==> config.mk <==
export PLATFORM = sky130hd
export DESIGN_NAME = sprite_fetch
export DESIGN_NICKNAME = d
export VERILOG_FILES = /design/src/rtl/sprite_fetch_pkg.sv /design/src/rtl/sprite_fetch_rowaddr.sv /design/src/rtl/sprite_fetch_ctrl.sv /design/src/rtl/sprite_fetch_dp.sv /design/src/rtl/sprite_fetch.sv
export SDC_FILE = /design/constraint.sdc
export NUM_CORES = 1
export LEC_CHECK = 0
export BUFFER_PORTS_ARGS = -buffer_cell sky130_fd_sc_hd__buf_4
export CAP_MARGIN = 20
export CORE_UTILIZATION = 46
export CTS_CLUSTER_SIZE = 16
export DETAILED_ROUTE_END_ITERATION = 12
export PLACE_DENSITY = 0.76
export SYNTH_ARGS = -nofsm -noshare
export SYNTH_HDL_FRONTEND = slang
export SYNTH_SLANG_ARGS = --single-unit
==> constraint.sdc <==
create_clock -name clk -period 1.7 [get_ports clk]
set_input_delay 0.085 -clock clk [delete_from_list [all_inputs] [get_ports clk]]
set_output_delay 0.085 -clock clk [all_outputs]
set_load 0.1 [all_outputs]
==> src/rtl/sprite_fetch_pkg.sv <==
package sprite_fetch_pkg;

  localparam int FIELD_COUNT     = 4;
  localparam int FIELD_Y         = 0;
  localparam int FIELD_PAT       = 1;
  localparam int FIELD_X         = 2;
  localparam int FIELD_ATTR      = 3;
  localparam int ROWS_PER_SPRITE = 16;
  localparam int PATS_PER_BAND   = 16;
  localparam int LINE_SHIFT      = 7;   // 128 bytes per bitmap line
  localparam int BASE_SHIFT      = 7;   // offset unit is 128 lines
  localparam int BAND_SHIFT      = 4;   // 16 lines per pattern band
  localparam int COL_BYTE_SHIFT  = 3;   // 16 pixels = 8 bytes

  typedef enum logic [2:0] {
    ST_IDLE,
    ST_REQ,
    ST_WAIT,
    ST_EMIT,
    ST_DONE
  } fetch_state_e;

  typedef struct packed {
    logic clrEntry;
    logic incEntry;
    logic clrByte;
    logic incByte;
    logic capture;
    logic clrRow;
    logic incRow;
    logic latchOfs;
  } fetch_strobe_t;

endpackage

==> src/rtl/sprite_fetch_rowaddr.sv <==
module sprite_fetch_rowaddr
  import sprite_fetch_pkg::*;
#(
  parameter int ADDR_W = 19,
  parameter int OFS_W  = 5
) (
  input  logic [OFS_W-1:0]  baseOfs,
  input  logic [7:0]        pattern,
  input  logic [3:0]        row,
  output logic [ADDR_W-1:0] rowAddr
);

  logic [ADDR_W-1:0] lineNum;
  logic [ADDR_W-1:0] colBytes;

  // Bitmap line: base band + pattern band + row inside the pattern.
  always_comb begin
    lineNum  = (ADDR_W'(baseOfs) << BASE_SHIFT)
             + (ADDR_W'(pattern[7:4]) << BAND_SHIFT)
             + ADDR_W'(row);
    colBytes = ADDR_W'(pattern[3:0]) << COL_BYTE_SHIFT;
    rowAddr  = (lineNum << LINE_SHIFT) + colBytes;
  end

endmodule

==> src/rtl/sprite_fetch_ctrl.sv <==
module sprite_fetch_ctrl
  import sprite_fetch_pkg::*;
(
  input  logic          clk,
  input  logic          rstN,
  input  logic          start,
  input  logic          memRdValid,
  input  logic          lastByte,
  input  logic          lastRow,
  input  logic          lastEntry,
  output fetch_strobe_t strobe,
  output logic          memReq,
  output logic          outValid,
  output logic          done
);

  fetch_state_e state, stateNext;

  always_ff @(posedge clk or negedge rstN) begin
    if (!rstN) state <= ST_IDLE;
    else       state <= stateNext;
  end

  always_comb begin
    stateNext = state;
    strobe    = '0;
    unique case (state)
      ST_IDLE: begin
        if (start) begin
          strobe.clrEntry = 1'b1;
          strobe.clrByte  = 1'b1;
          strobe.latchOfs = 1'b1;
          stateNext       = ST_REQ;
        end
      end
      ST_REQ: stateNext = ST_WAIT;
      ST_WAIT: begin
        if (memRdValid) begin
          strobe.capture = 1'b1;
          if (lastByte) begin
            strobe.clrRow = 1'b1;
            stateNext     = ST_EMIT;
          end else begin
            strobe.incByte = 1'b1;
            stateNext      = ST_REQ;
          end
        end
      end
      ST_EMIT: begin
        if (!lastRow) begin
          strobe.incRow = 1'b1;
        end else if (lastEntry) begin
          stateNext = ST_DONE;
        end else begin
          strobe.incEntry = 1'b1;
          strobe.clrByte  = 1'b1;
          stateNext       = ST_REQ;
        end
      end
      ST_DONE: stateNext = ST_IDLE;
      default: stateNext = ST_IDLE;
    endcase
  end

  assign memReq   = (state == ST_REQ);
  assign outValid = (state == ST_EMIT);
  assign done     = (state == ST_DONE);

endmodule

==> src/rtl/sprite_fetch_dp.sv <==
module sprite_fetch_dp
  import sprite_fetch_pkg::*;
#(
  parameter int          ADDR_W      = 19,
  parameter int          OFS_W       = 5,
  parameter int          ENTRY_COUNT = 125,
  parameter logic [31:0] TABLE_BASE  = 32'h3FE00
) (
  input  logic              clk,
  input  logic              rstN,
  input  fetch_strobe_t     strobe,
  input  logic [OFS_W-1:0]  genOffset,
  input  logic [7:0]        memRdData,
  output logic [ADDR_W-1:0] memAddr,
  output logic              lastByte,
  output logic              lastRow,
  output logic              lastEntry,
  output logic [3:0]        outRow,
  output logic [ADDR_W-1:0] outRowAddr,
  output logic [7:0]        outY,
  output logic [7:0]        outX,
  output logic [7:0]        outAttr
);

  localparam int ENTRY_W  = (ENTRY_COUNT > 1) ? $clog2(ENTRY_COUNT) : 1;
  localparam int BYTE_W   = $clog2(FIELD_COUNT);
  localparam int ROW_W    = $clog2(ROWS_PER_SPRITE);

  logic [ENTRY_W-1:0] entryIdx;
  logic [BYTE_W-1:0]  byteIdx;
  logic [ROW_W-1:0]   rowIdx;
  logic [OFS_W-1:0]   baseOfs;
  logic [7:0]         fieldReg [FIELD_COUNT];

  always_ff @(posedge clk or negedge rstN) begin
    if (!rstN) begin
      entryIdx <= '0;
      byteIdx  <= '0;
      rowIdx   <= '0;
      baseOfs  <= '0;
    end else begin
      if (strobe.clrEntry)      entryIdx <= '0;
      else if (strobe.incEntry) entryIdx <= entryIdx + 1'b1;
      if (strobe.clrByte)       byteIdx  <= '0;
      else if (strobe.incByte)  byteIdx  <= byteIdx + 1'b1;
      if (strobe.clrRow)        rowIdx   <= '0;
      else if (strobe.incRow)   rowIdx   <= rowIdx + 1'b1;
      if (strobe.latchOfs)      baseOfs  <= genOffset;
    end
  end

  // One capture register per descriptor byte lane.
  for (genvar f = 0; f < FIELD_COUNT; f++) begin : g_field
    always_ff @(posedge clk or negedge rstN) begin
      if (!rstN)                                       fieldReg[f] <= '0;
      else if (strobe.capture && byteIdx == BYTE_W'(f)) fieldReg[f] <= memRdData;
    end
  end

  assign memAddr = ADDR_W'(TABLE_BASE)
                 + (ADDR_W'(entryIdx) << BYTE_W)
                 + ADDR_W'(byteIdx);

  assign lastByte  = (byteIdx == BYTE_W'(FIELD_COUNT - 1));
  assign lastRow   = (rowIdx == ROW_W'(ROWS_PER_SPRITE - 1));
  assign lastEntry = (entryIdx == ENTRY_W'(ENTRY_COUNT - 1));

  sprite_fetch_rowaddr #(
    .ADDR_W(ADDR_W),
    .OFS_W (OFS_W)
  ) u_rowaddr (
    .baseOfs(baseOfs),
    .pattern(fieldReg[FIELD_PAT]),
    .row    (rowIdx),
    .rowAddr(outRowAddr)
  );

  assign outRow  = rowIdx;
  assign outY    = fieldReg[FIELD_Y];
  assign outX    = fieldReg[FIELD_X];
  assign outAttr = fieldReg[FIELD_ATTR];

endmodule

==> src/rtl/sprite_fetch.sv <==
module sprite_fetch
  import sprite_fetch_pkg::*;
#(
  parameter int          ADDR_W      = 19,
  parameter int          OFS_W       = 5,
  parameter int          ENTRY_COUNT = 125,
  parameter logic [31:0] TABLE_BASE  = 32'h3FE00
) (
  input  logic              clk,
  input  logic              rstN,
  input  logic              start,
  input  logic [OFS_W-1:0]  genOffset,
  output logic              memReq,
  output logic [ADDR_W-1:0] memAddr,
  input  logic              memRdValid,
  input  logic [7:0]        memRdData,
  output logic              outValid,
  output logic [3:0]        outRow,
  output logic [ADDR_W-1:0] outRowAddr,
  output logic [7:0]        outY,
  output logic [7:0]        outX,
  output logic [7:0]        outAttr,
  output logic              done
);

  fetch_strobe_t strobe;
  logic lastByte, lastRow, lastEntry;

  sprite_fetch_ctrl u_ctrl (
    .clk       (clk),
    .rstN      (rstN),
    .start     (start),
    .memRdValid(memRdValid),
    .lastByte  (lastByte),
    .lastRow   (lastRow),
    .lastEntry (lastEntry),
    .strobe    (strobe),
    .memReq    (memReq),
    .outValid  (outValid),
    .done      (done)
  );

  sprite_fetch_dp #(
    .ADDR_W     (ADDR_W),
    .OFS_W      (OFS_W),
    .ENTRY_COUNT(ENTRY_COUNT),
    .TABLE_BASE (TABLE_BASE)
  ) u_dp (
    .clk       (clk),
    .rstN      (rstN),
    .strobe    (strobe),
    .genOffset (genOffset),
    .memRdData (memRdData),
    .memAddr   (memAddr),
    .lastByte  (lastByte),
    .lastRow   (lastRow),
    .lastEntry (lastEntry),
    .outRow    (outRow),
    .outRowAddr(outRowAddr),
    .outY      (outY),
    .outX      (outX),
    .outAttr   (outAttr)
  );

endmodule

# After elaboration in Yosys (flattened, before gate mapping)
# Index checks and enable logic that the tools add are counted.
# totals
output_inout_bits,69
reg_bits,53
wordCells,63
# op_classes
eq_ne,12
reduce_logical,10
n_addsub,8
mux,24
# op_table
cell,count
adder 18 x 9 -> 19 bit (first input constant),1
adder 19 x 2 -> 19 bit,1
adder 19 x 7 -> 19 bit,1
two-way mux 3 bit,6
two-way mux 7 bit,2
adder 12 x 4 -> 12 bit,1
adder 12 x 8 -> 12 bit,1
one-hot mux 3 bit (4 select lines),1
two-way mux 2 bit,5
two-way mux 4 bit,2
adder 7 x 1 -> 7 bit (second input constant),1
== test 7 bit (second input constant),1
two-way mux 1 bit,7
== test 3 x 2 -> 1 bit (second input constant),2
nonzero test 2 bit,3
adder 4 x 1 -> 4 bit (second input constant),1
== test 2 bit (second input constant),2
== test 4 bit (second input constant),1
logical AND 1 bit,4
!= test 2 bit (second input constant),2
== test 3 x 1 -> 1 bit (second input constant),1
== test 3 bit (second input constant),1
logical NOT 3 bit,1
AND reduction 3 bit,1
5 further kinds,5

# Depth between registers and ports, before layout
# Gate-level depths: netlist of run 1.
# logic_depth
depth_word,6
mapped_depth,7

# Modules after synthesis
# From an unflattened synthesis of run 1, not the netlist that was laid out.
# unflattened
hier_cells,226
area_unflattened_um2,2706.3
# by_module_without_submodules
module,instances,cells_per_inst,area_each_um2
sprite_fetch_dp,1,176,2278.4
sprite_fetch_ctrl,1,28,257.7
sprite_fetch_rowaddr,1,22,170.2

# Worst setup path before layout of run 1
# Ideal clock, no wire load.
# synth_path
path_kind,register -> output
start,register u_ctrl.state[1]
end,output port memReq
t_required_ns,1.615
t_arrival_ns,2.722
path_buffers,1
setup_slack_ns,-1.107
stages_incl_launch_ff,3
path_cell_list,dfrtp_1 buf_4 nor3b_1
# synth_between
elab_chain_len,1
# synth_rtl
element,line_no,text
from (decl),sprite_fetch_ctrl.sv:17,"fetch_state_e state, stateNext;"
from (signal assigned),sprite_fetch_ctrl.sv:21,else state <= stateNext;
== test 3 x 1 -> 1 bit,sprite_fetch_ctrl.sv:65,assign memReq = (state == ST_REQ);
to (decl),sprite_fetch.sv:13,"output logic memReq,"
# No other way between the ends.

# Worst setup path after layout of run 1
# layout_path
start,register u_dp.fieldReg[23] (netlist bit)
end,output port outRowAddr[16]
# layout_between
elab_chain_len,3
# layout_rtl
element,line_no,text
from (decl),sprite_fetch_dp.sv:33,logic [7:0] fieldReg [FIELD_COUNT];
"from (signal, indexed assignment)",sprite_fetch_dp.sv:56,else if (strobe.capture && byteIdx == BYTE_W'(f)) fieldReg[f] <= memRdData;
adder 12 x 8 -> 12 bit,sprite_fetch_rowaddr.sv:19,+ (ADDR_W'(pattern[7:4]) << BAND_SHIFT)
adder 12 x 4 -> 12 bit,sprite_fetch_rowaddr.sv:20,+ ADDR_W'(row);
adder 19 x 7 -> 19 bit,sprite_fetch_rowaddr.sv:22,rowAddr = (lineNum << LINE_SHIFT) + colBytes;
to (decl),sprite_fetch.sv:19,"output logic [ADDR_W-1:0] outRowAddr,"
# No other way between the ends.

==> results of run 1 <==
[final timing paths]
kind / start / to / slack, ns
setup / recovery: u_dp.fieldReg[23]$_DFFE_PN0P_ / outRowAddr[16] / 0.07
setup reg to reg: u_ctrl.state[0]$_DFFE_PN0P_ / u_dp.outY[7]$_DFFE_PN0P_ / 0.08
hold / removal: memRdData[1] / u_dp.outAttr[1]$_DFFE_PN0P_ / 0.001
max in group asynchronous: rstN / u_dp.outRow[0]$_DFFE_PN0P_ / 0.84
hold reg to reg: u_dp.outAttr[4]$_DFFE_PN0P_ / u_dp.outAttr[4]$_DFFE_PN0P_ / 0.50
min in group asynchronous: rstN / u_dp.baseOfs[2]$_DFFE_PN0P_ / 0.36
[per-stage QoR]
stage | hold slack (ns) | setup TNS, ns | cell area, um^2
after global routing | 0.00813 | 0 | 3450
after CTS | 0.00180 | 0 | 3400
after global placement | 0.163 | 0 | 3210
after floorplan | -0.211 | -0.187 | 2930
after detailed placement | 0.165 | 0 | 3210
final | 0.000993 | 0 | 3450
[state kept, by name, summed over array words and instances, names as in the netlist]
register	count
u_dp.baseOfs	5
u_dp.byteIdx	2
u_ctrl.state	3
u_dp.outAttr	8
u_dp.outX	8
u_dp.fieldReg	8
u_dp.outY	8
u_dp.entryIdx	7
u_dp.outRow	4
[layout make-up]
cell class | instances | area (um^2) | area share [%]
clock buffers | 6 | 72.6 | 2.11
clock inverters | 2 | 38.8 | 1.13
inverters | 6 | 27.5 | 0.799
multi-input cells | 148 | 1170 | 34.1
flip-flops and latches | 53 | 1360 | 39.4
well taps | 72 | 90.1 | 2.61
repair buffers | 85 | 686 | 19.9
[what timing repair did]
| item | in CTS | in global routing |
|---|---|---|
| setup buffers | 0 | 1 |
| hold buffers | 6 | 0 |
| endpoints found under the setup margin | 2 | 4 |
| pin swaps | 1 | 2 |
| gates resized for setup | 7 | 6 |
| endpoints found under the hold margin | 58 | 0 |
[critical path, cell delays in order (launching register included)]
cell	delay (ns)
sky130_fd_sc_hd__dfrtp_1	0.39
sky130_fd_sc_hd__ha_2	0.21
sky130_fd_sc_hd__ha_4	0.16
sky130_fd_sc_hd__buf_6	0.12
sky130_fd_sc_hd__xor2_4	0.17
sky130_fd_sc_hd__buf_12	0.19
[routing by layer]
layer	vias to the layer above	track usage, %
met1	896	23.4
met3	7	2.97
met2	56	28.7
met4	0	5.45
met5	-	0
li1	876	-
[logic make-up (layout without fill, tap and decap cells)]
group / after synthesis / count (layout) / synth area share (%)
DFF: 53 / 53 / 47.8
AOI/OAI and AO/OA: 15 / 15 / 3.79
and+or+nand+nor: 71 / 71 / 13.4
adders and majority gates: 9 / 9 / 4.06
buffers and inverters: 60 / 99 / 15.3
xor gates and xnor gates: 8 / 8 / 2.52
other: 2 / 13 / 0.270
muxes: 32 / 32 / 12.9
[layout by cell type (no fill, tap or decap), types with 4 or more instances in the layout]
| cell | netlist | routed |
|---|---|---|
| sky130_fd_sc_hd__buf_4 | 50 | 75 |
| sky130_fd_sc_hd__ha_1 | 9 | 5 |
| sky130_fd_sc_hd__conb_1 | 2 | 13 |
| sky130_fd_sc_hd__o21ai_0 | 4 | 4 |
| sky130_fd_sc_hd__dfrtp_2 | 0 | 7 |
| sky130_fd_sc_hd__a21oi_1 | 5 | 5 |
| sky130_fd_sc_hd__dfrtp_4 | 0 | 6 |
| sky130_fd_sc_hd__dlygate4sd3_1 | 0 | 6 |
| sky130_fd_sc_hd__nor2_1 | 8 | 8 |
| sky130_fd_sc_hd__dfrtp_1 | 53 | 40 |
| sky130_fd_sc_hd__nand2_2 | 3 | 4 |
| sky130_fd_sc_hd__nand2_1 | 30 | 29 |
| sky130_fd_sc_hd__nand3_1 | 9 | 8 |
| sky130_fd_sc_hd__clkbuf_8 | 0 | 5 |
| sky130_fd_sc_hd__mux2_2 | 30 | 30 |
==> results by group, run 1 <==
CTS
  – Clock transition at the register clock pins on the worst setup and hold paths after CTS: roughly 0.09 ns
  – Root buf cell: sky130_fd_sc_hd__clkbuf_8
  – Clock latency of the later-clocked register in the worst-skew pair: 0.30 ns
  – Buffers from clock root to sink, at most: 2
  – Clk sinks: 53
  – Deepest level of the CTS H-tree: 2
  – CTS tree: built
  – Number of CTS-inserted buffers: 5

Layout
  – Number of antenna cells inserted: 0
  – Fraction of final layout cells sized beyond drive strength 1: 50.0%
  – Number of fill cells in the layout: 478
  – Core Util, Final: 60.7%
  – Layout-stage area growth over the synthesis result: 24.2%
  – Final standard cell count with taps included and fillers excluded: 372
  – Nets: about 330

Routing
  – Via-to-Cell Ratio: around 4.9
  – Number of remaining DRC errors: 0
  – DR vias: 1835
  – Total routed wirelength: 5170 um
  – First-pass detailed-route iteration total: 4
  – Met2 WL post-DR: 2610 um
  – Uppermost signal routing layer after detailed routing: met4
  – Antenna viol nets, final: 0
  – Routed met1 length: 2270 um
  – Met3 Routed Length: 232 um
  – Violation count after the first detailed-routing iteration: 81
  – Routed length per instance: 13.9 um

Synth
  – Mapped Area: 2780 um^2
  – Post-Syn Instances: 250
  – FF+latch count, synth: 53
  – Synth top area share: 47.8%
  – Number of enable-type register cells in the synthesized netlist: 0
  – Post-synth cell types: 37
  – Number of warnings printed during yosys synthesis: 0
  – Synth top area cells: sky130_fd_sc_hd__dfrtp_1 48%, sky130_fd_sc_hd__buf_4 14%, sky130_fd_sc_hd__mux2_2 12%
  – Asr flop ratio synth: 100%
  – Leading area contributor after synthesis: sky130_fd_sc_hd__dfrtp_1
  – Most repeated cell in the gate-level netlist after synthesis: sky130_fd_sc_hd__dfrtp_1
  – Leading cell types by count after synthesis: 53 x sky130_fd_sc_hd__dfrtp_1, 50 x sky130_fd_sc_hd__buf_4, 30 x sky130_fd_sc_hd__mux2_2, 30 x sky130_fd_sc_hd__nand2_1
  – Average cell area after synthesis: approximately 11 um^2
  – Share of the yosys chip area belonging to registers: 47.8%
  – Top flip-flop cell by instance count after synthesis: sky130_fd_sc_hd__dfrtp_1

STA
  – Final worst path period need: 1.63 ns
  – Setup slack after layout: 0.0690 ns
  – Final worst path period share: a little over nine tenths
  – Max transition margin: 55.7%
  – Unrepaired setup endpoints after global routing: no
  – Setup skew after layout: roughly 0.0066 ns
  – Final Max Tran Viols: 0
  – Worst-Margin Slew: 0.664 ns
  – Final setup vio count: 0
  – Fin. Hold Viols: 0
  – Max Freq: 613 MHz

Setup path
  – Type of the setup path with the least slack: register to primary output
  – CP Launch Type: register
  – Type of element capturing the critical path: primary output
  – CP Data Arrival Time: 1.55 ns
  – Crit path max fanout: 2
  – Path depth of the worst reg2reg path: 3
  – Critical Path RT: 1.62 ns

Worst hold path
  – Hold/Removal Path Class: primary input to register
  – Worst Hold Path Cells: 3

Die
  – IO Count: 86
  – Die width: roughly 80 um
  – Floorplan Core Area: 5680 um^2
  – Starting density of the core: between 40% and 50%
  – Die outline area: 6350 um^2
  – Die Span Y: about 80 um
  – Row Count: 27

Placement
  – Estimated wirelength of the detail-placed design: 3710 um
  – Placed cell count: 357
  – Post-place setup slack: 0.0936 ns
  – Global placement routability congestion: between 0.7 and 0.8
  – Count of input and output buffers: 72

GRT
  – Total global routing track utilization: 17.4%
  – Total congestion overflow after global routing: 0
  – Initial antenna violation count: 0
  – Global-route wire length before repair: 8420 um
  – Via count of the first global-routing pass: 1679
  – Maximum number of pins on one net before global-route repair: 54

Run status
  – Result of the run: completed

Job
  – Max-capacitance violation count: 0
Power of run 1 is left out: the tool's default activity adds up to more than one toggle a clock period on the data nets, which glitch-free logic cannot reach.
==> inputs of run 2 (changes only) <==
CORE_ASPECT_RATIO = 0.8   (was default)
==> run 2 against run 1 <==
Cell count increased by 3.5%. Flip-flop and latch count unchanged. Setup slack got worse by 0.026 ns. Die area about the same. Non-clock buffer count increased by 7. Register-to-register slack about the same.
==> results by group, run 2 (synthesized netlist as in run 1, its figures left out) <==
CTS
  – Root buf cell: sky130_fd_sc_hd__clkbuf_8
  – CTS tree: built
  – Clk sinks: 53 (unchanged)
  – Deepest level of the CTS H-tree: 2 (unchanged)
  – Clock latency of the later-clocked register in the worst-skew pair: 0.31 ns (about the same)
  – Clock transition at the register clock pins on the worst setup and hold paths after CTS: 0.10 ns (about the same)
  – Buffers from clock root to sink, at most: 2 (unchanged)
  – Number of CTS-inserted buffers: 5 (unchanged)

Setup path
  – Crit path max fanout: 2 (unchanged)
  – CP Launch Type: register
  – Cells traversed along the worst timing path: ha_2 -> ha_4 -> buf_6 -> xor2_4 -> buf_12
  – Path depth of the worst reg2reg path: 3 (unchanged)
  – Type of the setup path with the least slack: register to primary output
  – Critical Path Slowest Stage Cell: sky130_fd_sc_hd__dfrtp_1
  – End of the worst register-to-register path: u_dp.outX[6]$_DFFE_PN0P_
  – Critical Path RT: 1.62 ns (about the same)
  – Largest stage delay, worst path: 0.40 ns (about the same)
  – R2R Setup Slk: 0.09 ns (about the same)
  – Type of element capturing the critical path: primary output
  – CP Data Arrival Time: 1.57 ns (+0.02 ns)
  – Critical register-to-register path startpoint: u_ctrl.state[0]$_DFFE_PN0P_

STA
  – Final worst path period need: 1.66 ns (+0.0256 ns)
  – Final setup vio count: 0 (unchanged)
  – Unrepaired setup endpoints after global routing: yes
  – Setup TNS: 0 ns (unchanged)
  – Max Freq: 604 MHz (-1.5%)
  – Worst-Margin Slew: 0.657 ns (-0.00688 ns)
  – Setup slack after layout: 0.0434 ns (-0.0256 ns)
  – Final Max Tran Viols: 0 (unchanged)
  – Fin. Hold Viols: 0 (unchanged)
  – Max transition margin: 56.2% (+0.46 points)
  – Setup skew after layout: 0.00645 ns (-0.000136 ns)
  – Final worst path period share: 97.4% (+1.5 points)

Die
  – Die Span Y: 71.5 um (-10%)
  – Floorplan Core Area: 5650 um^2 (-0.53%)
  – IO Count: 86 (unchanged)
  – Die width: 88.9 um (+12%)
  – Die outline area: 6350 um^2 (about the same)
  – Row Count: 24 (-11%)
  – Starting density of the core: 49.2% (+0.26 points)

Placement
  – Estimated wirelength of the detail-placed design: 3660 um (-1.4%)
  – Placed cell count: 362 (+1.4%)
  – Post-place setup slack: 0.0510 ns (-0.0426 ns)
  – Count of input and output buffers: 72 (unchanged)
  – Global placement routability congestion: 0.762 (+1.1%)

Run status
  – Result of the run: completed

Routing
  – Antenna viol nets, final: 0 (unchanged)
  – Via-to-Cell Ratio: 4.79 (-2.9%)
  – Routed length per instance: 13.7 um (-1.5%)
  – Number of remaining DRC errors: 0 (unchanged)
  – DR vias: 1845 (+0.54%)
  – First-pass detailed-route iteration total: 4 (unchanged)
  – Violation count after the first detailed-routing iteration: 98 (+21%)
  – Total routed wirelength: 5270 um (+2.0%)

Layout
  – Most common cell after layout, fill and taps aside: sky130_fd_sc_hd__buf_4
  – Fraction of final layout cells sized beyond drive strength 1: 48.9% (-1.1 points)
  – Final standard cell count with taps included and fillers excluded: 385 (+3.5%)
  – Layout-stage area growth over the synthesis result: 27.3%
  – Nets: 332 (+2.2%)
  – Number of antenna cells inserted: 0 (unchanged)
  – Leading cell types in the layout, fill and taps excluded: 75 x sky130_fd_sc_hd__buf_4, 40 x sky130_fd_sc_hd__dfrtp_1, 30 x sky130_fd_sc_hd__mux2_2, 29 x sky130_fd_sc_hd__nand2_1, 14 x sky130_fd_sc_hd__dlygate4sd3_1

Worst hold path
  – Worst min-delay path startpoint: memRdValid
  – End point of the most critical hold path: u_ctrl.state[1]$_DFFE_PN0P_
  – Worst Hold Path Cells: 4 (+1)
  – Hold/Removal Path Class: primary input to register

GRT
  – Via count of the first global-routing pass: 1816 (+8.2%)
  – Global-route wire length before repair: 8600 um (+2.1%)
  – Maximum number of pins on one net before global-route repair: 54 (unchanged)
  – Total global routing track utilization: 18.1% (+0.64 points)
  – Total congestion overflow after global routing: 0 (unchanged)
  – Initial antenna violation count: 0 (unchanged)

Job
  – Max-capacitance violation count: 0 (unchanged)
-- run 2: critical path: cells and delay by family, from the launching register on --
family | cells | cell delay [ns]
DFF | 1 | 0.40
adders and majority gates | 2 | 0.38
buffers and inverters | 2 | 0.31
xor gates and xnor gates | 1 | 0.17
-- run 2: routing by layer --
layer / GRT usage [%] / up-vias / share of wire [%]
met5: 0 / - / 0
met4: 6.27 / 0 / 0.68
met3: 5.53 / 2 / 5.0
met2: 28.9 / 45 / 50
met1: 23.4 / 911 / 45
li1: - / 887 / -
-- run 2: final cells by class --
cell class                 instances  area, um^2
tap                               78        97.6
timing repair buffer              92         754
clock inverter                     3        46.3
multi-input combinational        148        1180
clock buffer                       5        68.8
inverter                           6        27.5
sequential                        53        1360
fill                             487        2110
-- run 2: metrics by stage --
stage | hold slack (ns) | utilization, % | instance area [um^2]
2_1_floorplan | -0.211 | - | 2930
3_3_place_gp | 0.172 | 56.8 | 3210
3_5_place_dp | 0.162 | 56.8 | 3210
4_1_cts | 0.0907 | 62.0 | 3500
5_1_grt | 0.112 | 62.6 | 3530
6_report | 0.0984 | 62.6 | 3530
-- run 2: worst max path at each step --
| stage | start | end | slack (ns) |
|---|---|---|---|
| 2_1_floorplan | u_ctrl.state[1]$_DFFE_PN0P_ | memReq | -0.13 |
| 3_3_place_gp | u_dp.entryIdx[0]$_DFFE_PN0P_ | u_dp.entryIdx[0]$_DFFE_PN0P_ | 0.11 |
| 3_5_place_dp | u_dp.entryIdx[0]$_DFFE_PN0P_ | u_dp.entryIdx[0]$_DFFE_PN0P_ | 0.05 |
| 4_1_cts | u_dp.fieldReg[23]$_DFFE_PN0P_ | outRowAddr[16] | 0.01 |
| 5_1_grt | u_dp.baseOfs[0]$_DFFE_PN0P_ | outRowAddr[16] | -0.02 |
| 6_report | u_dp.fieldReg[23]$_DFFE_PN0P_ | outRowAddr[16] | 0.04 |
-- run 2: repair_timing --
item | in CTS | in global routing
endpoints found under the setup margin | 2 | 5
endpoints found under the hold margin | 66 | 0
hold buffers | 14 | 0
gates resized for setup | 10 | 3
buffers inserted | 0 | 1
pin swaps | 1 | 2
Power of run 2 is left out for the same reason.
==> inputs of run 3 (changes only) <==
PLACE_DENSITY = default   (was 0.76)
PLACE_DENSITY_LB_ADDON = 0.2   (was default)
==> run 3 against run 2 <==
Clock skew is 0.0040 ns higher. Non-clock buffer count is 3 lower. Wire length is 0.78% lower. Count of clock-buffer cells in the layout stayed put. Critical path type unchanged. Largest cell class unchanged.
==> results by group, run 3 (synthesized netlist as in run 1, its figures left out) <==
Placement
  – Global placement routability congestion: 0.728 (-4.5%)
  – Total placed instance area: 3240 um^2 (+1.1%)
  – Placed cell count: 365 (+0.83%)
  – Count of input and output buffers: 72 (unchanged)
  – Estimated wirelength of the detail-placed design: 3740 um (+2.4%)

Layout
  – Leading cell types in the layout, fill and taps excluded: 78 x sky130_fd_sc_hd__buf_4, 40 x sky130_fd_sc_hd__dfrtp_1, 30 x sky130_fd_sc_hd__mux2_2, 29 x sky130_fd_sc_hd__nand2_1, 13 x sky130_fd_sc_hd__conb_1
  – Final standard cell count with taps included and fillers excluded: 382 (-0.78%)
  – Area of all placed cells without fillers: 3500 um^2 (-0.96%)
  – Nets: 329 (-0.90%)
  – Layout-stage area growth over the synthesis result: 26.1%
  – Fraction of final layout cells sized beyond drive strength 1: 51.0% (+2.1 points)
  – Core Util, Final: 62.0% (-0.60 points)
  – Number of antenna cells inserted: 0 (unchanged)
  – Most common cell after layout, fill and taps aside: sky130_fd_sc_hd__buf_4

Die
  – Die width: 88.9 um (unchanged)
  – Floorplan Core Area: 5650 um^2 (unchanged)
  – Die outline area: 6350 um^2 (unchanged)
  – IO Count: 86 (unchanged)
  – Starting density of the core: 49.2% (unchanged)
  – Die Span Y: 71.5 um (unchanged)
  – Row Count: 24 (unchanged)

Setup path
  – Critical Path RT: 1.62 ns (about the same)
  – CP Launch Type: register
  – Critical Path Slowest Stage Cell: sky130_fd_sc_hd__dfrtp_1
  – Type of element capturing the critical path: primary output
  – Type of the setup path with the least slack: register to primary output
  – CP Data Arrival Time: 1.57 ns (about the same)
  – Crit path max fanout: 2 (unchanged)
  – Cells traversed along the worst timing path: ha_2 -> ha_4 -> buf_6 -> xor2_4 -> buf_12
  – Largest stage delay, worst path: 0.40 ns (about the same)

STA
  – Worst Hold Slack: 0.00233 ns (-0.0961 ns)
  – Final Max Tran Viols: 0 (unchanged)
  – Unrepaired setup endpoints after global routing: yes
  – Final worst path period need: 1.66 ns (+0.00162 ns)
  – Max Freq: 603 MHz (about the same)
  – Final worst path period share: 97.5% (about the same)
  – Max transition margin: 55.6% (-0.63 points)
  – Worst-Margin Slew: 0.666 ns (+0.00942 ns)
  – Setup skew after layout: 0.0105 ns (+0.00405 ns)
  – Fin. Hold Viols: 0 (unchanged)
  – Final setup vio count: 0 (unchanged)

GRT
  – Via count of the first global-routing pass: 1662 (-8.5%)
  – Initial antenna violation count: 0 (unchanged)
  – Global-route wire length before repair: 8340 um (-3.0%)
  – Maximum number of pins on one net before global-route repair: 54 (unchanged)
  – Total global routing track utilization: 17.6% (-0.49 points)
  – Total congestion overflow after global routing: 0 (unchanged)

Routing
  – First-pass detailed-route iteration total: 6 (+2)
  – Routed length per instance: 13.7 um (about the same)
  – Antenna viol nets, final: 0 (unchanged)
  – Number of remaining DRC errors: 0 (unchanged)
  – Violation count after the first detailed-routing iteration: 66 (-33%)
  – DR vias: 1828 (-0.92%)
  – Total routed wirelength: 5230 um (-0.78%)
  – Via-to-Cell Ratio: 4.79 (-0.14%)

CTS
  – Number of CTS-inserted buffers: 5 (unchanged)
  – Buffers from clock root to sink, at most: 2 (unchanged)
  – Clock transition at the register clock pins on the worst setup and hold paths after CTS: 0.10 ns (about the same)
  – Deepest level of the CTS H-tree: 2 (unchanged)
  – Root buf cell: sky130_fd_sc_hd__clkbuf_8
  – CTS tree: built
  – Clk sinks: 53 (unchanged)
  – Clock latency of the later-clocked register in the worst-skew pair: 0.31 ns (about the same)

Run status
  – Result of the run: completed

Worst hold path
  – Hold/Removal Path Class: primary input to register

Job
  – Max-capacitance violation count: 0 (unchanged)
[run 3: timing repair]
action,CTS,global route
endpoints found under the setup margin,2,5
resized for setup,6,7
setup buffers,1,1
hold endpoints to repair,58,1
hold buffers,6,1
pin swaps,1,2
[run 3: final cells by class]
class	count	area [um^2]
clock inverters	3	46.3
repair buffers	89	727
fillers	471	2140
well taps	78	97.6
clock buffers	5	68.8
inverters	6	27.5
multi-input cells	148	1180
flip-flops and latches	53	1360
[run 3: worst max-delay path: cells and delay by family, from the launching register on]
family	cells	cell delay, ns
XOR/XNOR	1	0.18
buffers and inverters	2	0.31
flip-flops	1	0.40
adder cells (fa/ha/maj)	2	0.39
[run 3: metrics by stage]
step	TNS [ns]	setup WS (ns)
final	0	0.0418
after global routing	-0.0206	-0.0206
after CTS	-0.000483	-0.000483
after detailed placement	0	0.0773
after global placement	0	0.142
after floorplan	-0.187	-0.128
[run 3: final timing paths]
kind,from,endpoint,slack [ns],cells after the start
max,u_dp.fieldReg[23]$_DFFE_PN0P_,outRowAddr[16],0.04,5
min,memRdData[0],u_dp.outAttr[0]$_DFFE_PN0P_,0.002,3
max reg2reg,u_dp.outRow[1]$_DFFE_PN0P_,u_dp.entryIdx[5]$_DFFE_PN0P_,0.12,5
min reg2reg,u_dp.outAttr[2]$_DFFE_PN0P_,u_dp.outAttr[2]$_DFFE_PN0P_,0.49,2
max in group asynchronous,rstN,u_dp.outRow[1]$_DFFE_PN0P_,0.84,2
min in group asynchronous,rstN,u_dp.baseOfs[4]$_DFFE_PN0P_,0.35,2
[run 3: routing by layer]
layer  up-vias  global-route usage (%)  share of wire (%)
li1        888                       -                  -
met1       883                    24.9                 47
met2        51                    26.4                 47
met3         6                    3.80                4.6
met4         0                    7.17                1.5
met5         -                       0                  0
Power of run 3 is left out for the same reason.
